[config.mk]
export PLATFORM = sky130hd
export DESIGN_NAME = sat_add
export DESIGN_NICKNAME = d
export VERILOG_FILES = /design/src/rtl/sat_add_pkg.sv /design/src/rtl/sat_add_ripple.sv /design/src/rtl/sat_add_clamp.sv /design/src/rtl/sat_add_stage.sv /design/src/rtl/sat_add.sv
export SDC_FILE = /design/constraint.sdc
export NUM_CORES = 1
export LEC_CHECK = 0
export ABC_CLOCK_PERIOD_IN_PS = 800
export BUFFER_PORTS_ARGS = -buffer_cell sky130_fd_sc_hd__buf_2
export CAP_MARGIN = 40
export CORE_UTILIZATION = 25
export DETAILED_ROUTE_END_ITERATION = 10
export PLACE_DENSITY = 0.53
export SETUP_SLACK_MARGIN = 0.05
export SLEW_MARGIN = 20
export SYNTH_ARGS = -nofsm -noshare
export SYNTH_HDL_FRONTEND = slang
export SYNTH_SLANG_ARGS = --single-unit
[constraint.sdc]
create_clock -name clk -period 0.8 [get_ports clk]
set_input_delay 0.16 -clock clk [delete_from_list [all_inputs] [get_ports clk]]
set_output_delay 0.16 -clock clk [all_outputs]
set_load 0.01 [all_outputs]
[src/rtl/sat_add_pkg.sv]
package sat_add_pkg;

    typedef enum logic {
        ADD_WRAP  = 1'b0,
        ADD_CLAMP = 1'b1
    } add_mode_e;

endpackage

[src/rtl/sat_add_ripple.sv]
module sat_add_ripple #(
    parameter int W = 8
) (
    input  logic [W-1:0] a,
    input  logic [W-1:0] b,
    output logic [W-1:0] s,
    output logic         c_msb_in,
    output logic         c_msb_out
);
    logic [W:0] carry;

    assign carry[0] = 1'b0;

    for (genvar i = 0; i < W; i++) begin : g_bit
        assign s[i]       = a[i] ^ b[i] ^ carry[i];
        assign carry[i+1] = (a[i] & b[i]) | (carry[i] & (a[i] ^ b[i]));
    end

    assign c_msb_in  = carry[W-1];
    assign c_msb_out = carry[W];
endmodule

[src/rtl/sat_add_clamp.sv]
module sat_add_clamp
    import sat_add_pkg::*;
#(
    parameter int W = 8
) (
    input  logic [W-1:0] raw_sum,
    input  logic         a_sign,
    input  logic         c_msb_in,
    input  logic         c_msb_out,
    input  add_mode_e    mode,
    output logic [W-1:0] res,
    output logic         ovf,
    output logic         hit
);
    logic [W-1:0] bound;
    logic [W-1:0] pick;

    always_comb begin
        ovf   = c_msb_in ^ c_msb_out;
        hit   = ovf & (mode == ADD_CLAMP);
        bound = {a_sign, {(W-1){~a_sign}}};
        pick  = {W{hit}};
        res   = (raw_sum & ~pick) | (bound & pick);
    end
endmodule

[src/rtl/sat_add_stage.sv]
module sat_add_stage #(
    parameter int W       = 8,
    parameter bit OUT_REG = 1'b1
) (
    input  logic         clk,
    input  logic         rst_n,
    input  logic [W-1:0] d_sum,
    input  logic         d_ovf,
    input  logic         d_hit,
    output logic [W-1:0] q_sum,
    output logic         q_ovf,
    output logic         q_hit
);
    if (OUT_REG) begin : g_reg
        always_ff @(posedge clk or negedge rst_n) begin
            if (!rst_n) begin
                q_sum <= '0;
                q_ovf <= 1'b0;
                q_hit <= 1'b0;
            end else begin
                q_sum <= d_sum;
                q_ovf <= d_ovf;
                q_hit <= d_hit;
            end
        end
    end else begin : g_comb
        assign q_sum = rst_n ? d_sum : '0;
        assign q_ovf = rst_n & d_ovf;
        assign q_hit = rst_n & d_hit;
    end
endmodule

[src/rtl/sat_add.sv]
module sat_add
    import sat_add_pkg::*;
#(
    parameter int W       = 8,
    parameter bit OUT_REG = 1'b1
) (
    input  logic         clk,
    input  logic         rst_n,
    input  logic         mode_sat,
    input  logic [W-1:0] op_a,
    input  logic [W-1:0] op_b,
    output logic [W-1:0] sum_out,
    output logic         ovf_out,
    output logic         sat_hit_out
);
    localparam int MSB = W - 1;

    logic [W-1:0] raw_sum;
    logic         c_in_top;
    logic         c_out_top;
    logic [W-1:0] sel_sum;
    logic         ovf_c;
    logic         hit_c;
    add_mode_e    mode;

    assign mode = add_mode_e'(mode_sat);

    sat_add_ripple #(.W(W)) u_adder (
        .a         (op_a),
        .b         (op_b),
        .s         (raw_sum),
        .c_msb_in  (c_in_top),
        .c_msb_out (c_out_top)
    );

    sat_add_clamp #(.W(W)) u_clamp (
        .raw_sum   (raw_sum),
        .a_sign    (op_a[MSB]),
        .c_msb_in  (c_in_top),
        .c_msb_out (c_out_top),
        .mode      (mode),
        .res       (sel_sum),
        .ovf       (ovf_c),
        .hit       (hit_c)
    );

    sat_add_stage #(.W(W), .OUT_REG(OUT_REG)) u_stage (
        .clk   (clk),
        .rst_n (rst_n),
        .d_sum (sel_sum),
        .d_ovf (ovf_c),
        .d_hit (hit_c),
        .q_sum (sum_out),
        .q_ovf (ovf_out),
        .q_hit (sat_hit_out)
    );
endmodule

==> results of run 1 <==
==> Yosys cell counts <==
cell type	number
xor2_2	1
fa_1	7
buf_6	1
mux2i_1	2
a21oi_1	1
inv_1	8
and3_1	1
dfrtp_1	10
ha_1	1
nand2_2	1
a21o_1	5
==> area by class of cell <==
type,count,share of cell area (%)
multi-input cells,20,35.8
flip-flops and latches,10,29.7
repair buffers,32,22.7
clock buffers,4,4.30
well taps,27,4.01
inverters,8,3.56
==> power breakdown <==
group / internal (mW) / switching (mW) / leakage (nW) / total (mW)
combinational: 0.277 / 0.259 / 0.310 / 0.536
sequential: 0.609 / 0.0284 / 0.119 / 0.637
clock: 0.276 / 0.168 / 0.0210 / 0.444
==> through the flow <==
step / hold slack [ns] / setup WS [ns] / std cells / setup TNS (ns) / area, um2
2_1_floorplan: -0.136 / -2.20 / 38 / -21.12 / 566
3_3_place_gp: 0.0248 / -2.40 / 94 / -23.32 / 743
3_5_place_dp: 0.0288 / -2.44 / 94 / -23.67 / 743
4_1_cts: 0.171 / -2.06 / 101 / -21.29 / 837
5_1_grt: 0.189 / -2.13 / 101 / -22.26 / 843
6_report: 0.177 / -2.06 / 101 / -21.17 / 843
==> repair_timing <==
action,in CTS,in global routing
buffers inserted,1,0
gates cloned,1,0
pin swaps,5,1
endpoints found under the hold margin,10,0
setup endpoints to repair,20,20
hold buffers,1,0
resized for setup,6,1
==> layer usage <==
layer  routed length (um)  track usage, %  part of all wire [%]  up-vias
met2                  483            17.3                    50       18
met5                    0               0                     0        -
met4                   19            11.7                   2.0        0
met3                   64            1.85                   6.7        2
met1                  394            12.4                    41      173
li1                     -               -                     -      189
==> state kept, by name (all words and copies together) (netlist names) <==
name,count
u_stage.q_hit,1
u_stage.q_sum,8
u_stage.q_ovf,1
==> kinds of logic (layout without fill, tap and decap cells) <==
family	after synthesis	count (layout)	synth area share [%]
AOI/OAI and AO/OA	6	6	7.94
and+or+nand+nor	2	3	2.34
xor gates and xnor gates	1	1	3.04
DFF	10	10	46.7
buffers and inverters	9	44	7.71
adders and majority gates	8	8	28.5
muxes	2	2	3.74
==> worst max-delay path by stage <==
| stage | endpoint | slack [ns] | depth (start not counted) |
|---|---|---|---|
| after detailed placement | u_stage.q_sum[7] | -2.44 | 13 |
| after global routing | u_stage.q_sum[1] | -2.13 | 13 |
| after floorplan | u_stage.q_sum[0] | -2.20 | 13 |
| after global placement | u_stage.q_sum[7] | -2.40 | 13 |
| after CTS | u_stage.q_sum[7] | -2.06 | 13 |
| final | u_stage.q_sum[7] | -2.06 | 13 |
==> out/metrics.yaml, run 1 <==
worst_setup_path:
  startpoint_type: "primary input"
  endpoint_kind: "register"
  arrival_ns: 3.01
  critPathBufInv: 2
  worst_path_largest_cell_delay_ns: 0.35
  crit_family: "adder cells"
  crit_path_max_fanout: 6
  setup.worst_path.class: "primary input to register"
  crit_path_start: "op_a[0]"
  path_cells: "buf_6, ha_4, fa_2, fa_2, fa_2, fa_2, inv_2, fa_2, fa_2, fa_2, xor2_4, and3_4, a21oi_1"
  cpMostUsedCell: "fa_2"
  slowest_stage: "fa_2"
  required_ns: 0.95
finish:
  fill_cells: 188
  multi_input_area_um2: 302
  fin_util_pct: 42.6
  nNetsFinal: 102
  layout_commonest_cell: "buf_2"
  seqCellArea_um2: 250
  area_growth_pct: 57.5
  final_cell_mix: "buf_2, dfrtp_1, inv_1, fa_2, a21o_1"
  diodes: 0
  drive_gt1_share_pct: 64.9
logic_synthesis:
  yosysTopAreaCell: "dfrtp_1"
  seq_area_frac_synth_pct: 46.7
  synth_seq_cells: 10
  syn_area_per_cell_um2: 14.1
  yosysWarnings: 0
  synth_cell_types: 11
  synth_area_leaders: "dfrtp_1, fa_1, a21o_1, inv_1, mux2i_1"
  synth.cell_area_um2: 536
  syn_inst: 38
  syn_nets: 65
  synth_top_area_share_pct: 46.7
sta:
  fin_ws_ns: -2.06
  rsz0062_at_grt: "yes"
  max_freq_ghz: 0.350
  worst_pin_slew_ns: 0.209
  period_needed_ns: 2.86
  drv_slew: 0
  fin_crit_sh_pct: 357
  setup_viol: 20
  final-hold-violation-count: 0
  slew_headroom_pct: 86.1
hold_path:
  min_path_type: "primary input to register"
  hold_path_depth: 3
  hold_path_startpoint: "op_a[7]"
  holdPathEnd: "u_stage.q_sum[5]"
global_route:
  grt_pass1_vias: 421
  grt_first_pass_wirelength_um: 1640
  grt_max_degree: 11
  grt_overflow: 0
  antenna_found_initial: 0
  grt.total_usage_pct: 11.1
place:
  gp_congestion: 0.670
  io_buffers: 28
run:
  drv_cap: 0
outcome:
  status: "complete, but fails checks"
  violations: "setup timing"
floorplanning:
  start_util_pct: 27.0
  die_w_um: 48.3
  die_y_um: 48.3
  coreArea_um2: 1980
  die_area_um2: 2330
  rows: 16
  io_pins: 29
clock_network:
  cts-root-buf: "clkbuf_4"
  cts.sinks: 10
  cts-buffers-inserted: 3
  clockBufferDepth: 2
  htree_num_levels: 1
  cts_tree: "built"
  path_clk_slew_ns: 0.07
power_and_ir_drop:
  ir_drop_mv: 0.740
  power_density_nw_per_um2: 1920
  p_total_mw: 1.62
  power.leakage_nw: 0.450
routing:
  wl_per_cell_um: 9.52
  drtPass1Iterations: 2
  wl_um: 962
  ant_nets: 0
  viasPerCell: 3.78
  drt_iter0_markers: 2
  drc: 0
  vias: 382
Note: power is estimated with default switching activity, not from simulation.
==> run 2: changes to the inputs <==
--- a/config.mk
+++ b/config.mk
@@ -5,12 +5,13 @@
 export SDC_FILE = /design/constraint.sdc
 export NUM_CORES = 1
 export LEC_CHECK = 0
+export ABC_AREA = 1
 export ABC_CLOCK_PERIOD_IN_PS = 800
 export BUFFER_PORTS_ARGS = -buffer_cell sky130_fd_sc_hd__buf_2
 export CAP_MARGIN = 40
 export CORE_UTILIZATION = 25
 export DETAILED_ROUTE_END_ITERATION = 10
-export PLACE_DENSITY = 0.53
+export PLACE_DENSITY = 0.52
 export SETUP_SLACK_MARGIN = 0.05
 export SLEW_MARGIN = 20
 export SYNTH_ARGS = -nofsm -noshare
==> run 2 against run 1 <==
  * Sequential power is 3.5% lower
  * The run still ends with setup timing left
  * Critical path depth is 2 higher
  * Utilization is 2.5 points lower
  * Non-clock buffer count stayed put
  * Synthesized cell count is 42% higher
  * Setup slack better by 0.16 ns
  * Critical endpoint unchanged
  * Cell count is 17% higher
  * Global-route usage is 1.3 points lower
  * Worst hold slack better by 0.035 ns
==> out/metrics.yaml, run 2 <==
logic_synthesis:
  synth.most_common_cell: "nand2_1"
  syn_nets: 81  # +25%
  synth_seq_cells: 10  # unchanged
  synth-async-reset-ratio_pct: 100  # unchanged
  syn_inst: 54  # +42%
  synth_top_area_share_pct: 43.0  # -3.7 points
  synth.cell_area_um2: 582  # +8.6%
  seq_area_frac_synth_pct: 43.0  # -3.7 points
  yosysTopAreaCell: "dfrtp_1"
  synth_cell_types: 11  # unchanged
  syn_area_per_cell_um2: 10.8  # -24%
  synth_area_leaders: "dfrtp_1, fa_1, nand2_1, inv_1, nand4_4"
  yosys-top-cells-count: "nand2_1, inv_1, dfrtp_1, fa_1, inv_2"
  yosysWarnings: 0  # unchanged
  synth_edf_count: 0  # unchanged
  ys.flop_type: "dfrtp_1"
clock_network:
  cts-buffers-inserted: 3  # unchanged
  htree_num_levels: 1  # unchanged
  cts_tree: "built"
  cts-root-buf: "clkbuf_4"
  cts.sinks: 10  # unchanged
  clockBufferDepth: 2  # unchanged
  path_clk_slew_ns: 0.05  # -0.02 ns
place:
  post-dp-hpwl_um: 821
  dp_slack_ns: -2.23  # +0.206 ns
  io_buffers: 28  # unchanged
  gp_congestion: 0.678  # +1.2%
worst_setup_path:
  crit_path_max_fanout: 5  # -1
  crit_family: "adder cells"
  cpMostUsedCell: "fa_2"
  arrival_ns: 2.84  # -0.17 ns
  slowest_stage: "fa_2"
  endpoint_kind: "register"
  path_cells: "buf_8, ha_4, fa_2, fa_2, fa_2, fa_2, inv_2, fa_2, fa_2, fa_2, inv_2, nand2_4, nand3_4, nand2_1, nand2_1"
  setup.worst_path.class: "primary input to register"
  required_ns: 0.94  # about the same
  startpoint_type: "primary input"
  worst_path_largest_cell_delay_ns: 0.34  # about the same
  critPathBufInv: 3  # +1
outcome:
  violations: "setup timing"
  status: "complete, but fails checks"
routing:
  ant_nets: 0  # unchanged
  wl_um: 1040  # +7.8%
  drc: 0  # unchanged
  vias: 448  # +17%
  drtPass1Iterations: 2  # unchanged
  wl_per_cell_um: 8.79  # -7.7%
  viasPerCell: 3.80  # +0.38%
  drt_iter0_markers: 3  # +1
power_and_ir_drop:
  power_density_nw_per_um2: 1650  # -14%
  ir_drop_mv: 0.657  # -11%
  p_seq_share_pct: 42.1  # +2.7 points
  clkPwrFrac_pct: 21.0  # -6.5 points
  switchingPower_uw: 450  # -1.3%
  swShare_pct: 30.8  # +2.6 points
  intPower_mw: 1.01  # -13%
  power.leakage_nw: 0.483  # +7.3%
  power.share.combinational_pct: 36.9  # +3.8 points
floorplanning:
  rows: 17  # +1
  die_y_um: 50.2  # +4.1%
  die_w_um: 50.2  # +4.1%
  coreArea_um2: 2210  # +12%
  start_util_pct: 26.3  # -0.72 points
  io_pins: 29  # unchanged
  die_area_um2: 2520  # +8.3%
sta:
  rsz0062_at_grt: "yes"
  worst_pin_slew_ns: 0.200  # -0.00828 ns
  final-hold-violation-count: 0  # unchanged
  period_needed_ns: 2.70  # -0.155 ns
  drv_slew: 0  # unchanged
  setup_viol: 20  # unchanged
  slew_headroom_pct: 86.6  # +0.50 points
  fin_crit_sh_pct: 338  # -19 points
  max_freq_ghz: 0.370  # +5.7%
  fin_ws_ns: -1.90  # +0.155 ns
run:
  drv_cap: 0  # unchanged
global_route:
  grt_first_pass_wirelength_um: 1800  # +9.6%
  grt.total_usage_pct: 9.80  # -1.3 points
  grt_max_degree: 11  # unchanged
  grt_pass1_vias: 439  # +4.3%
  grt_overflow: 0  # unchanged
  antenna_found_initial: 0  # unchanged
hold_path:
  hold_path_depth: 4  # +1
  min_path_type: "primary input to register"
  hold_path_startpoint: "op_b[0]"
  holdPathEnd: "u_stage.q_sum[0]"
finish:
  top_register: "u_stage.q_sum"
  top_regs: "u_stage.q_sum (8), u_stage.q_hit (1), u_stage.q_ovf (1)"
  drive_gt1_share_pct: 61.1  # -3.8 points
  final_cell_mix: "buf_2, nand2_1, inv_1, dfrtp_1, fa_2"
  largest_reg_flops: 8  # unchanged
  diodes: 0  # unchanged
  fin_util_pct: 40.0  # -2.5 points
  area_growth_pct: 52.3
  nNetsFinal: 119  # +17%
  layout_commonest_cell: "buf_2"
[run 2: cell count changes after synthesis, sizes merged]
cell	before	now
a21o	5	0
a21oi	1	0
and3	1	0
buf	1	0
inv	8	14
mux2i	2	0
nand2	1	19
nand3	0	1
nand4	0	2
xor2	1	0
[run 2: power by group through the flow]
stage	registers, mW	clock network (mW)	logic [mW]
global placement	0.627	0	0.493
detailed placement	0.626	0	0.502
finish	0.615	0.307	0.540
CTS	0.617	0.325	0.531
floorplan	0.683	0	0.225
global route	0.627	0.334	0.613
[run 2: routing by layer]
| metal | global-route usage (%) | up-vias | wire (um) |
|---|---|---|---|
| met3 | 1.82 | 2 | 56 |
| met2 | 15.3 | 17 | 534 |
| li1 | - | 231 | - |
| met5 | 0 | - | 0 |
| met1 | 11.9 | 198 | 428 |
| met4 | 7.14 | 0 | 17 |
[run 2: cells by family after synthesis]
family        after synthesis  synth area share, %
simple gates               22                 21.7
buf+inv                    14                 9.03
flops                      10                 43.0
fa+ha+maj                   8                 26.2
[run 2: area by class of cell]
type / count / area (um2)
well taps: 28 / 35.0
repair buffers: 32 / 189
multi-input cells: 31 / 337
inverters: 14 / 52.6
clock buffers: 3 / 22.5
fillers: 245 / 1330
flip-flops and latches: 10 / 250
[run 2: through the flow]
stage	TNS (ns)	hold WS, ns	instances	cell area, um2	power [mW]
4_1_cts	-19.71	0.214	118	872	1.47
5_1_grt	-20.93	0.217	118	886	1.57
3_3_place_gp	-21.77	0.0223	113	810	1.12
6_report	-19.70	0.213	118	886	1.46
2_1_floorplan	-20.02	-0.136	54	612	0.908
3_5_place_dp	-21.95	0.0198	113	810	1.13
[run 2: worst max path at each step]
stage / endpoint / cells after the start / from
floorplan: u_stage.q_sum[1] / 14 / op_a[0]
global route: u_stage.q_sum[1] / 15 / op_a[0]
global placement: u_stage.q_sum[3] / 15 / op_a[0]
CTS: u_stage.q_sum[7] / 15 / op_a[0]
detailed placement: u_stage.q_sum[7] / 15 / op_a[0]
finish: u_stage.q_sum[7] / 15 / op_a[0]
[run 2: timing repair]
item | 4_1_cts | 5_1_grt
resized for setup | 3 | 5
buffers inserted | 0 | 0
hold buffers | 1 | 0
hold endpoints to repair | 10 | 0
gates cloned | 1 | 0
pin swaps | 4 | 1
endpoints found under the setup margin | 20 | 20
==> run 3: changes to the inputs <==
--- a/config.mk
+++ b/config.mk
@@ -6,12 +6,14 @@
 export NUM_CORES = 1
 export LEC_CHECK = 0
 export ABC_AREA = 1
-export ABC_CLOCK_PERIOD_IN_PS = 800
 export BUFFER_PORTS_ARGS = -buffer_cell sky130_fd_sc_hd__buf_2
 export CAP_MARGIN = 40
+export CELL_PAD_IN_SITES_DETAIL_PLACEMENT = 1
+export CELL_PAD_IN_SITES_GLOBAL_PLACEMENT = 1
 export CORE_UTILIZATION = 25
 export DETAILED_ROUTE_END_ITERATION = 10
-export PLACE_DENSITY = 0.52
+export GPL_TIMING_DRIVEN = 0
+export PLACE_DENSITY = 0.65
 export SETUP_SLACK_MARGIN = 0.05
 export SLEW_MARGIN = 20
 export SYNTH_ARGS = -nofsm -noshare
==> run 3 against run 2 <==
  * The flow still finishes with violations (setup timing)
  * Clock-buffer cell count unchanged
  * Utilization up 0.17 points
  * Design area up 0.42%
  * Global-route usage up 0.49 points
  * Via count down 0.22%
  * Sequential cell count unchanged
  * Non-clock buffer count down 1
  * First-iteration DRC count unchanged
  * Sequential share of layout area down 0.12 points
  * Worst hold slack worse by 0.017 ns
  * Critical endpoint is now u_stage.q_sum[0]
  * Highest routed layer is now met3
==> out/metrics.yaml, run 3 (synthesis results as in run 2) <==
place:
  postPlaceCellArea_um2: 787  # -2.8%
  post-dp-hpwl_um: 912  # +11%
  gp_congestion: 0.654  # -3.5%
  dp_cells: 110  # -2.7%
  io_buffers: 28  # unchanged
  dp_slack_ns: -2.31  # -0.0716 ns
sta:
  fin_crit_sh_pct: 345  # +6.7 points
  whs_ns: 0.196  # -0.0169 ns
  rsz0062_at_grt: "yes"
  worst_pin_slew_ns: 0.202  # +0.00156 ns
  fin_ws_ns: -1.96  # -0.0537 ns
  period_needed_ns: 2.76  # +0.0537 ns
  setup_viol: 20  # unchanged
  slew_headroom_pct: 86.5  # about the same
  final-hold-violation-count: 0  # unchanged
  setup-tns-final_ns: -20.15  # -0.455 ns
  drv_slew: 0  # unchanged
  max_freq_ghz: 0.363  # -1.9%
clock_network:
  htree_num_levels: 1  # unchanged
  path_clk_slew_ns: 0.06  # about the same
  cts.sinks: 10  # unchanged
  cts_tree: "built"
  cts-root-buf: "clkbuf_4"
  cts-buffers-inserted: 3  # unchanged
  clockBufferDepth: 2  # unchanged
finish:
  stdcell_count: 117  # -0.85%
  fill_cells: 273  # +11%
  area_growth_pct: 52.9
  layout_commonest_cell: "buf_2"
  fin_util_pct: 40.2  # +0.17 points
  top_register: "u_stage.q_sum"
  largest_reg_flops: 8  # unchanged
  top_regs: "u_stage.q_sum (8), u_stage.q_hit (1), u_stage.q_ovf (1)"
  diodes: 0  # unchanged
  final_area_um2: 890  # +0.42%
  drive_gt1_share_pct: 59.6  # -1.6 points
  nNetsFinal: 118  # -0.84%
  final_cell_mix: "buf_2, nand2_1, inv_1, dfrtp_1, fa_2"
worst_setup_path:
  arrival_ns: 2.89  # +0.05 ns
  required_ns: 0.93  # about the same
  cpMostUsedCell: "fa_2"
  startpoint_type: "primary input"
  crit_path_start: "op_a[0]"
  worst_path_largest_cell_delay_ns: 0.36  # +0.02 ns
  endpoint_kind: "register"
  setup.worst_path.class: "primary input to register"
  critPathCapture: "u_stage.q_sum[0]"
  path_cells: "buf_8, ha_4, fa_2, fa_2, fa_2, fa_2, inv_2, fa_2, fa_2, fa_2, buf_4, nand2_8, nand4_4, nand2_1"
  crit_path_max_fanout: 7  # +2
  slowest_stage: "fa_2"
power_and_ir_drop:
  power.leakage_nw: 0.480  # -0.55%
  ir_drop_mv: 0.654  # -0.48%
  p_total_mw: 1.49  # +1.7%
  power_density_nw_per_um2: 1670  # +1.3%
routing:
  drc: 0  # unchanged
  wl_um: 1180  # +14%
  vias: 447  # -0.22%
  drt_iter0_markers: 3  # unchanged
  wl_per_cell_um: 10.1  # +15%
  viasPerCell: 3.82  # +0.63%
  ant_nets: 0  # unchanged
  drtPass1Iterations: 6  # +4
global_route:
  grt.total_usage_pct: 10.3  # +0.49 points
  grt_first_pass_wirelength_um: 1850  # +2.7%
  antenna_found_initial: 0  # unchanged
  grt_pass1_vias: 428  # -2.5%
  grt_overflow: 0  # unchanged
  grt_max_degree: 11  # unchanged
run:
  drv_cap: 0  # unchanged
floorplanning:
  rows: 17  # unchanged
  io_pins: 29  # unchanged
  start_util_pct: 26.3  # unchanged
  die_w_um: 50.2  # unchanged
  die_area_um2: 2520  # unchanged
  coreArea_um2: 2210  # unchanged
  die_y_um: 50.2  # unchanged
outcome:
  violations: "setup timing"
  status: "complete, but fails checks"
hold_path:
  min_path_type: "primary input to register"
[run 3: changes by cell type in the layout (fill, tap and decap cells not counted)]
| cell | previous run | this run |
|---|---|---|
| nand2_2 | 5 | 3 |
| buf_4 | 3 | 2 |
| nand2_8 | 0 | 1 |
| nand2_1 | 13 | 14 |
[run 3: metal layers]
| metal | GRT usage, % | vias to the layer above | share of wire, % |
|---|---|---|---|
| met2 | 15.8 | 15 | 57 |
| met4 | 8.57 | 0 | 0 |
| li1 | - | 227 | - |
| met5 | 0 | - | 0 |
| met3 | 2.12 | 0 | 4.1 |
| met1 | 12.2 | 205 | 38 |
[run 3: worst min-delay path by stage]
stage | startpoint | endpoint | cells past startpoint
6_report | op_a[7] | u_stage.q_sum[7] | 3
5_1_grt | op_a[7] | u_stage.q_sum[7] | 3
4_1_cts | op_a[7] | u_stage.q_sum[7] | 3
3_5_place_dp | rst_n | u_stage.q_sum[1] | 1
3_3_place_gp | rst_n | u_stage.q_sum[0] | 1
2_1_floorplan | rst_n | u_stage.q_hit | 0
[run 3: critical path: cells and delay by family]
family	cells	cell delay (ns)
buffers and inverters	3	0.30
adders and majority gates	8	2.15
and+or+nand+nor	3	0.27
[run 3: cell type report]
cell class | count | area (um2) | share of cell area (%)
multi-input cells | 31 | 348 | 39.1
flip-flops and latches | 10 | 250 | 28.1
repair buffers | 31 | 181 | 20.4
inverters | 14 | 52.6 | 5.91
well taps | 28 | 35.0 | 3.94
clock buffers | 3 | 22.5 | 2.53
[run 3: report_power, final]
group | internal, mW | total, mW | switching [mW]
clock network | 0.171 | 0.305 | 0.134
logic | 0.252 | 0.568 | 0.316
registers | 0.597 | 0.615 | 0.0175
[run 3: repair_timing]
action,CTS,global route
endpoints found under the hold margin,10,0
pin swaps,6,3
cloned,1,0
hold buffers,1,0
endpoints found under the setup margin,20,20
gates resized for setup,4,5
buffers inserted,1,1
